## src/rtl/sclkdiv_pkg.sv

```systemverilog
package sclkdiv_pkg;
  localparam int unsigned CFG_W   = 32;
  localparam int unsigned FLD_W   = 6;
  localparam int unsigned BYP_BIT = 31;
  localparam int unsigned PER_LSB = 12;
  localparam int unsigned HI_LSB  = 6;

  typedef struct packed {
    logic             byp;
    logic [FLD_W-1:0] per;
    logic [FLD_W-1:0] hi;
  } clkcfg_t;

  function automatic clkcfg_t unpack_cfg(input logic [CFG_W-1:0] w);
    clkcfg_t c;
    c.byp = w[BYP_BIT];
    c.per = w[PER_LSB +: FLD_W];
    c.hi  = w[HI_LSB +: FLD_W];
    return c;
  endfunction
endpackage

```

## src/rtl/sclkdiv_cfg.sv

```systemverilog
module sclkdiv_cfg
  import sclkdiv_pkg::*;
#(
  parameter logic [CFG_W-1:0] RST_WORD = '0
) (
  input  logic             clk_i,
  input  logic             rst_ni,
  input  logic             en_i,
  input  logic             load_i,
  input  logic [CFG_W-1:0] word_i,
  input  logic             wrap_i,
  output clkcfg_t          act_o,
  output clkcfg_t          nxt_o
);
  localparam clkcfg_t RST_CFG = unpack_cfg(RST_WORD);

  clkcfg_t pend_q;
  clkcfg_t act_q, act_d;
  logic    pv_q, pv_d;
  logic    apply;
  logic    unused_bits;

  // bits 30:18 and the low field are never decoded
  assign unused_bits = ^{word_i[BYP_BIT-1:PER_LSB+FLD_W], word_i[HI_LSB-1:0]};

  always_comb begin
    apply = pv_q && (!en_i || wrap_i);
    act_d = apply ? pend_q : act_q;
    pv_d  = load_i || (pv_q && !apply);
  end

  always_ff @(posedge clk_i or negedge rst_ni) begin
    if (!rst_ni) begin
      pend_q <= RST_CFG;
      act_q  <= RST_CFG;
      pv_q   <= 1'b0;
    end else begin
      if (load_i) pend_q <= unpack_cfg(word_i);
      act_q <= act_d;
      pv_q  <= pv_d;
    end
  end

  assign act_o = act_q;
  assign nxt_o = act_d;
endmodule

```

## src/rtl/sclkdiv_cnt.sv

```systemverilog
module sclkdiv_cnt
  import sclkdiv_pkg::*;
(
  input  logic             clk_i,
  input  logic             rst_ni,
  input  logic             en_i,
  input  clkcfg_t          act_i,
  input  clkcfg_t          nxt_i,
  output logic [FLD_W-1:0] cnt_o,
  output logic             wrap_o,
  output logic             lvl_o,
  output logic             lvl_nxt_o
);
  logic [FLD_W-1:0] cnt_q, cnt_d;
  logic             lvl_q, lvl_d;

  always_comb begin
    wrap_o = act_i.byp || (cnt_q == act_i.per);
    if (!en_i || nxt_i.byp || wrap_o) cnt_d = '0;
    else                              cnt_d = cnt_q + 1'b1;
    lvl_d = en_i && !nxt_i.byp && (cnt_d > nxt_i.hi);
  end

  always_ff @(posedge clk_i or negedge rst_ni) begin
    if (!rst_ni) begin
      cnt_q <= '0;
      lvl_q <= 1'b0;
    end else begin
      cnt_q <= cnt_d;
      lvl_q <= lvl_d;
    end
  end

  assign cnt_o     = cnt_q;
  assign lvl_o     = lvl_q;
  assign lvl_nxt_o = lvl_d;
endmodule

```

## src/rtl/sclkdiv_out.sv

```systemverilog
module sclkdiv_out (
  input  logic clk_i,
  input  logic rst_ni,
  input  logic en_i,
  input  logic byp_i,
  input  logic lvl_i,
  input  logic lvl_nxt_i,
  output logic run_o,
  output logic sclk_o,
  output logic rise_o,
  output logic fall_o
);
  logic run_q, rise_q, fall_q;
  logic rise_d, fall_d;

  always_comb begin
    rise_d = lvl_nxt_i && !lvl_i;
    fall_d = !lvl_nxt_i && lvl_i;
  end

  always_ff @(posedge clk_i or negedge rst_ni) begin
    if (!rst_ni) begin
      run_q  <= 1'b0;
      rise_q <= 1'b0;
      fall_q <= 1'b0;
    end else begin
      run_q  <= en_i;
      rise_q <= rise_d;
      fall_q <= fall_d;
    end
  end

  assign run_o  = run_q;
  assign sclk_o = byp_i ? (clk_i & run_q) : lvl_i;
  assign rise_o = byp_i ? run_q : rise_q;
  assign fall_o = byp_i ? run_q : fall_q;
endmodule

```

## src/rtl/sclk_divider.sv

```systemverilog
module sclk_divider
  import sclkdiv_pkg::*;
#(
  parameter logic [CFG_W-1:0] RST_WORD = 32'h0000_3043
) (
  input  logic             clk_i,
  input  logic             rst_ni,
  input  logic             en_i,
  input  logic             cfg_load_i,
  input  logic [CFG_W-1:0] cfg_word_i,
  output logic             sclk_o,
  output logic             rise_o,
  output logic             fall_o
);
  logic [1:0]       rst_sync_q;
  logic             rst_n;
  clkcfg_t          act, nxt;
  logic [FLD_W-1:0] cnt;
  logic             wrap, lvl, lvl_nxt, run;

  always_ff @(posedge clk_i or negedge rst_ni) begin
    if (!rst_ni) rst_sync_q <= 2'b00;
    else         rst_sync_q <= {rst_sync_q[0], 1'b1};
  end
  assign rst_n = rst_sync_q[1];

  sclkdiv_cfg #(.RST_WORD(RST_WORD)) u_cfg (
    .clk_i (clk_i), .rst_ni(rst_n), .en_i(en_i), .load_i(cfg_load_i),
    .word_i(cfg_word_i), .wrap_i(wrap), .act_o(act), .nxt_o(nxt)
  );

  sclkdiv_cnt u_cnt (
    .clk_i(clk_i), .rst_ni(rst_n), .en_i(en_i), .act_i(act), .nxt_i(nxt),
    .cnt_o(cnt), .wrap_o(wrap), .lvl_o(lvl), .lvl_nxt_o(lvl_nxt)
  );

  sclkdiv_out u_out (
    .clk_i(clk_i), .rst_ni(rst_n), .en_i(en_i), .byp_i(act.byp),
    .lvl_i(lvl), .lvl_nxt_i(lvl_nxt), .run_o(run),
    .sclk_o(sclk_o), .rise_o(rise_o), .fall_o(fall_o)
  );
endmodule

```

## config.mk

```make
export PLATFORM = sky130hd
export DESIGN_NAME = sclk_divider
export DESIGN_NICKNAME = d
export VERILOG_FILES = /design/src/rtl/sclkdiv_pkg.sv /design/src/rtl/sclkdiv_cfg.sv /design/src/rtl/sclkdiv_cnt.sv /design/src/rtl/sclkdiv_out.sv /design/src/rtl/sclk_divider.sv
export SDC_FILE = /design/constraint.sdc
export NUM_CORES = 1
export LEC_CHECK = 0
export BUFFER_PORTS_ARGS = -buffer_cell sky130_fd_sc_hd__buf_2
export CAP_MARGIN = 20
export CORE_UTILIZATION = 30
export DETAILED_ROUTE_END_ITERATION = 8
export PLACE_DENSITY = 0.51
export SYNTH_ARGS = -nofsm -noshare
export SYNTH_HDL_FRONTEND = slang
export SYNTH_SLANG_ARGS = --single-unit
```

## constraint.sdc

```tcl
create_clock -name clk_i -period 1.45 [get_ports clk_i]
set_clock_uncertainty 0.2 [all_clocks]
set_input_delay 0.29 -clock clk_i [delete_from_list [all_inputs] [get_ports clk_i]]
set_output_delay 0.29 -clock clk_i [all_outputs]
set_load 0.005 [all_outputs]
```

Word level (Yosys, flattened, before mapping)
Index checks and enable logic that the tools add are counted.
{"block": "totals", "elab_cells": 38, "out_inout_bits": 3, "ff_bits": 39}
{"block": "op_classes", "n_reduce_logical": 16, "add_sub_neg": 1, "mux": 5, "eq_ne": 1, "order_cmp": 1, "bitwise": 1}
{"op": "13-bit 2-to-1 mux", "count": 1}
{"op": "6-bit by 1-bit adder with 6-bit output, second input constant", "count": 1}
{"op": "6-bit equality test", "count": 1}
{"op": "6-bit > comparator", "count": 1}
{"op": "1-bit logical AND", "count": 6}
{"op": "6-bit 2-to-1 mux", "count": 1}
{"op": "1-bit zero test", "count": 5}
{"op": "1-bit logical OR", "count": 5}
{"op": "1-bit 2-to-1 mux", "count": 3}
{"op": "1-bit AND", "count": 1}

Depth between registers and ports, before layout
{"block": "depth", "ltp_word": 12, "mapped_depth": 10}

Modules after synthesis
From an unflattened synthesis, not the netlist that was laid out.
{"block": "unflattened", "cells_unflattened": 133, "hier_area_um2": 1816.7}
{"mod": "sclkdiv_cfg", "cells_each": 59, "area_each_um2": 1073.5, "instances": 1}
{"mod": "sclkdiv_cnt", "cells_each": 58, "area_each_um2": 566.8, "instances": 1}
{"mod": "sclkdiv_out", "cells_each": 13, "area_each_um2": 122.6, "instances": 1}
{"mod": "sclk_divider", "cells_each": 3, "area_each_um2": 53.8, "instances": 1}

==> impl_metrics.ini <==
[critical_path]
cp-start-kind = register
worst_r2r_endpoint = u_out.rise_q$_DFF_PN0_
slowest_delay_ns = 0.55
crit_cells = 8
r2r-start = u_cfg.act_o[6]$_DFFE_PN1N_
r2r_cells = 8
crit_path_start = u_cfg.act_o[6]$_DFFE_PN1N_
cpMaxStageDelayCell = dfstp_2
crit_chain = xnor2_2 -> nand4_4 -> o21a_4 -> o211a_1 -> ha_4 -> nand4_1 -> o221a_4 -> nor4_4
crit_family = compound AO/OA/AOI/OAI gates
critPathCapture = u_out.rise_q$_DFF_PN0_
crit_fanout = 5
arrival_ns = 2.72
rrSetupSlack_ns = -1.17
cp-end-kind = register
cp_num_buf_inv = 0
path_class = register to register
required_ns = 1.55

[sta]
hold_slack_ns = 0.0361
max_freq_mhz = 381
fin_crit_ns = 2.62
period_share = 1.81
hold_viol_final = 0
finalSetupViolations = 30
setup_ws_ns = -1.17
slew_violations = 0
rsz0062_at_grt = true

[global_routing]
grt_start_max_net_pins = 38
grtUsageTotal = 0.157
antenna_found_initial = 0
grt_pass1_wl_mm = 7.52
gr-total-overflow = 0
grt_pass1_vias = 1611

[yosys]
synth_common_cells = dfrtp_1, o211ai_1, nand2_1
yosys_warnings = 0
post-synth-top-count-cell = dfrtp_1
yosysTopAreaCell = dfrtp_1
syn-num-nets = 216
syn_area_per_cell_um2 = 11.1
synth_area_mm2 = 0.00192
synth_cell_type_count = 30
synth.ff_latch_count = 39
synthArstFlopShare = 1.00
synth_top_area_frac = 0.429
synthFlopType = dfrtp_1
ys_top_cells_by_area = dfrtp_1, o211ai_1, dfstp_2, mux2_2, ha_1
seq_area_frac_synth = 0.511
synthCells = 173
synth_edf_count = 0

[floorplanning]
start_util = 0.318
design.die.area_mm2 = 0.00674
die_h_um = 82.1
row_count = 28
core_area_mm2 = 0.00606
die_w_um = 82.1
ios = 39

[routing]
drtIter0Drc = 46
ant_nets = 0
viasPerCell = 4.63
drc_errors = 0
vias = 1536
wl_per_cell_um = 13.4
wl_mm = 4.43
first_pass_iters = 4

[finish]
layout.nets = 299
regArea_um2 = 983
drive_gt1_frac = 0.447
final_core_util = 0.478
fillers = 586
multi_input_comb_area_mm2 = 0.00104
stdcell_count = 332
area_delta_synth_final_pct = 50.7
antenna_cells = 0

[place]
hpwl_mm = 3.07
port_buffers = 19
place_congestion = 0.725
dp_cells = 299

[power_and_ir_drop]
p_clk_frac = 0.251
switching_share = 0.317
p_int_uw = 2580
power_density_mw_per_mm2 = 1300
p_seq_frac = 0.381
p_comb_frac = 0.368
power_leakage_uw = 0.00127
switching_power_uw = 1190
irDropWorstVdd_uv = 649

[clocking]
cts_tree = built
clk_latency_ns = 0.39
clk_pin_slew_ns = 0.08

[outcome]
violations = negative setup slack
status = complete, but fails checks

[min_path]
holdCritPathClass = register to asynchronous set/reset pin

[job]
maxCapViolations = 0
routing by layer:
metal  vias to the layer above  part of all wire  GRT usage
met5                         -                 0          0
met4                         0             0.015     0.0754
met3                         5             0.034     0.0593
met2                        20              0.46      0.237
met1                       723              0.49      0.197
li1                        788                 -          -
cell usage in the layout (no fill, tap or decap), types with 5 or more instances in the layout:
| cell | instances |
|---|---|
| o211ai_1 | 24 |
| buf_6 | 8 |
| mux2_2 | 13 |
| nand2_1 | 15 |
| clkbuf_8 | 8 |
| ha_1 | 6 |
| dfstp_2 | 6 |
| buf_4 | 37 |
| dfrtp_1 | 33 |
| dlygate4sd3_1 | 16 |
| o211a_1 | 5 |
| buf_2 | 19 |
| nand2b_1 | 13 |
power groups by stage:
stage	logic, µW	clock network [µW]	registers [µW]
2_1_floorplan	638	9.05	1440
3_3_place_gp	1120	15.8	1440
3_5_place_dp	1130	15.8	1440
4_1_cts	1220	974	1430
5_1_grt	1540	1030	1470
6_report	1390	945	1440
registers in the layout, indices dropped and copies added, names as in the netlist:
register and cells:
u_cnt.cnt_o 6, rst_sync_q 2, u_out.run_o 1, u_cfg.pv_q 1, u_cnt.lvl_o 1, u_cfg.pend_q 13, u_out.fall_q 1, u_cfg.act_o 13
u_out.rise_q 1
per-stage QoR:
step / setup WS (ns) / instance area [µm²] / setup TNS [ns] / total power (µW)
after global routing: -1.29 / 2900 / -11.25 / 4030
after floorplan: -1.15 / 1950 / -6.95 / 2080
after CTS: -1.16 / 2740 / -9.32 / 3620
final: -1.17 / 2900 / -9.78 / 3770
after global placement: -1.18 / 2410 / -9.63 / 2580
after detailed placement: -1.23 / 2410 / -10.02 / 2590
final cells by class:
class,instances,area share
multi-input combinational,121,0.358
timing repair buffer,80,0.220
inverter,5,0.00647
clock buffer,12,0.0436
sequential,39,0.339
tap,75,0.0324
logic make-up after synthesis:
kind of cell	count (synthesis)	share of synthesized area
other cells	1	0.00195
buf+inv	14	0.0299
fa+ha+maj	7	0.0455
flops	39	0.511
compound gates	43	0.170
simple gates	46	0.120
mux	13	0.0761
xor+xnor	10	0.0455
worst reg2reg max path: stages (launching register included):
cell and delay (ns):
dfstp_2 0.55, xnor2_2 0.13, nand4_4 0.16, o21a_4 0.26, o211a_1 0.25, ha_4 0.28
nand4_1 0.13, o221a_4 0.30, nor4_4 0.27
how the worst min path moves through the flow:
stage | end | slack (ns) | startpoint
2_1_floorplan | rst_sync_q[0]$_DFF_PN0_ | -0.21 | rst_ni
3_3_place_gp | rst_sync_q[1]$_DFF_PN0_ | -0.12 | rst_ni
3_5_place_dp | rst_sync_q[1]$_DFF_PN0_ | -0.12 | rst_ni
4_1_cts | u_cfg.act_o[4]$_DFF_PN0_ | 0.05 | rst_sync_q[1]$_DFF_PN0_
5_1_grt | u_cnt.lvl_o$_DFF_PN0_ | 0.06 | rst_sync_q[1]$_DFF_PN0_
6_report | u_cfg.pend_q[3]$_DFFE_PN0P_ | 0.04 | rst_sync_q[1]$_DFF_PN0_
timing repair:
| item | in CTS | in global routing |
|---|---|---|
| pin swaps | 2 | 11 |
| setup endpoints to repair | 30 | 30 |
| endpoints found under the hold margin | 16 | 0 |
| gates resized for setup | 11 | 28 |
| buffers inserted | 1 | 6 |
| hold buffers | 16 | 0 |
| cloned | 0 | 1 |
No activity file was read; power rests on OpenSTA's default activity.
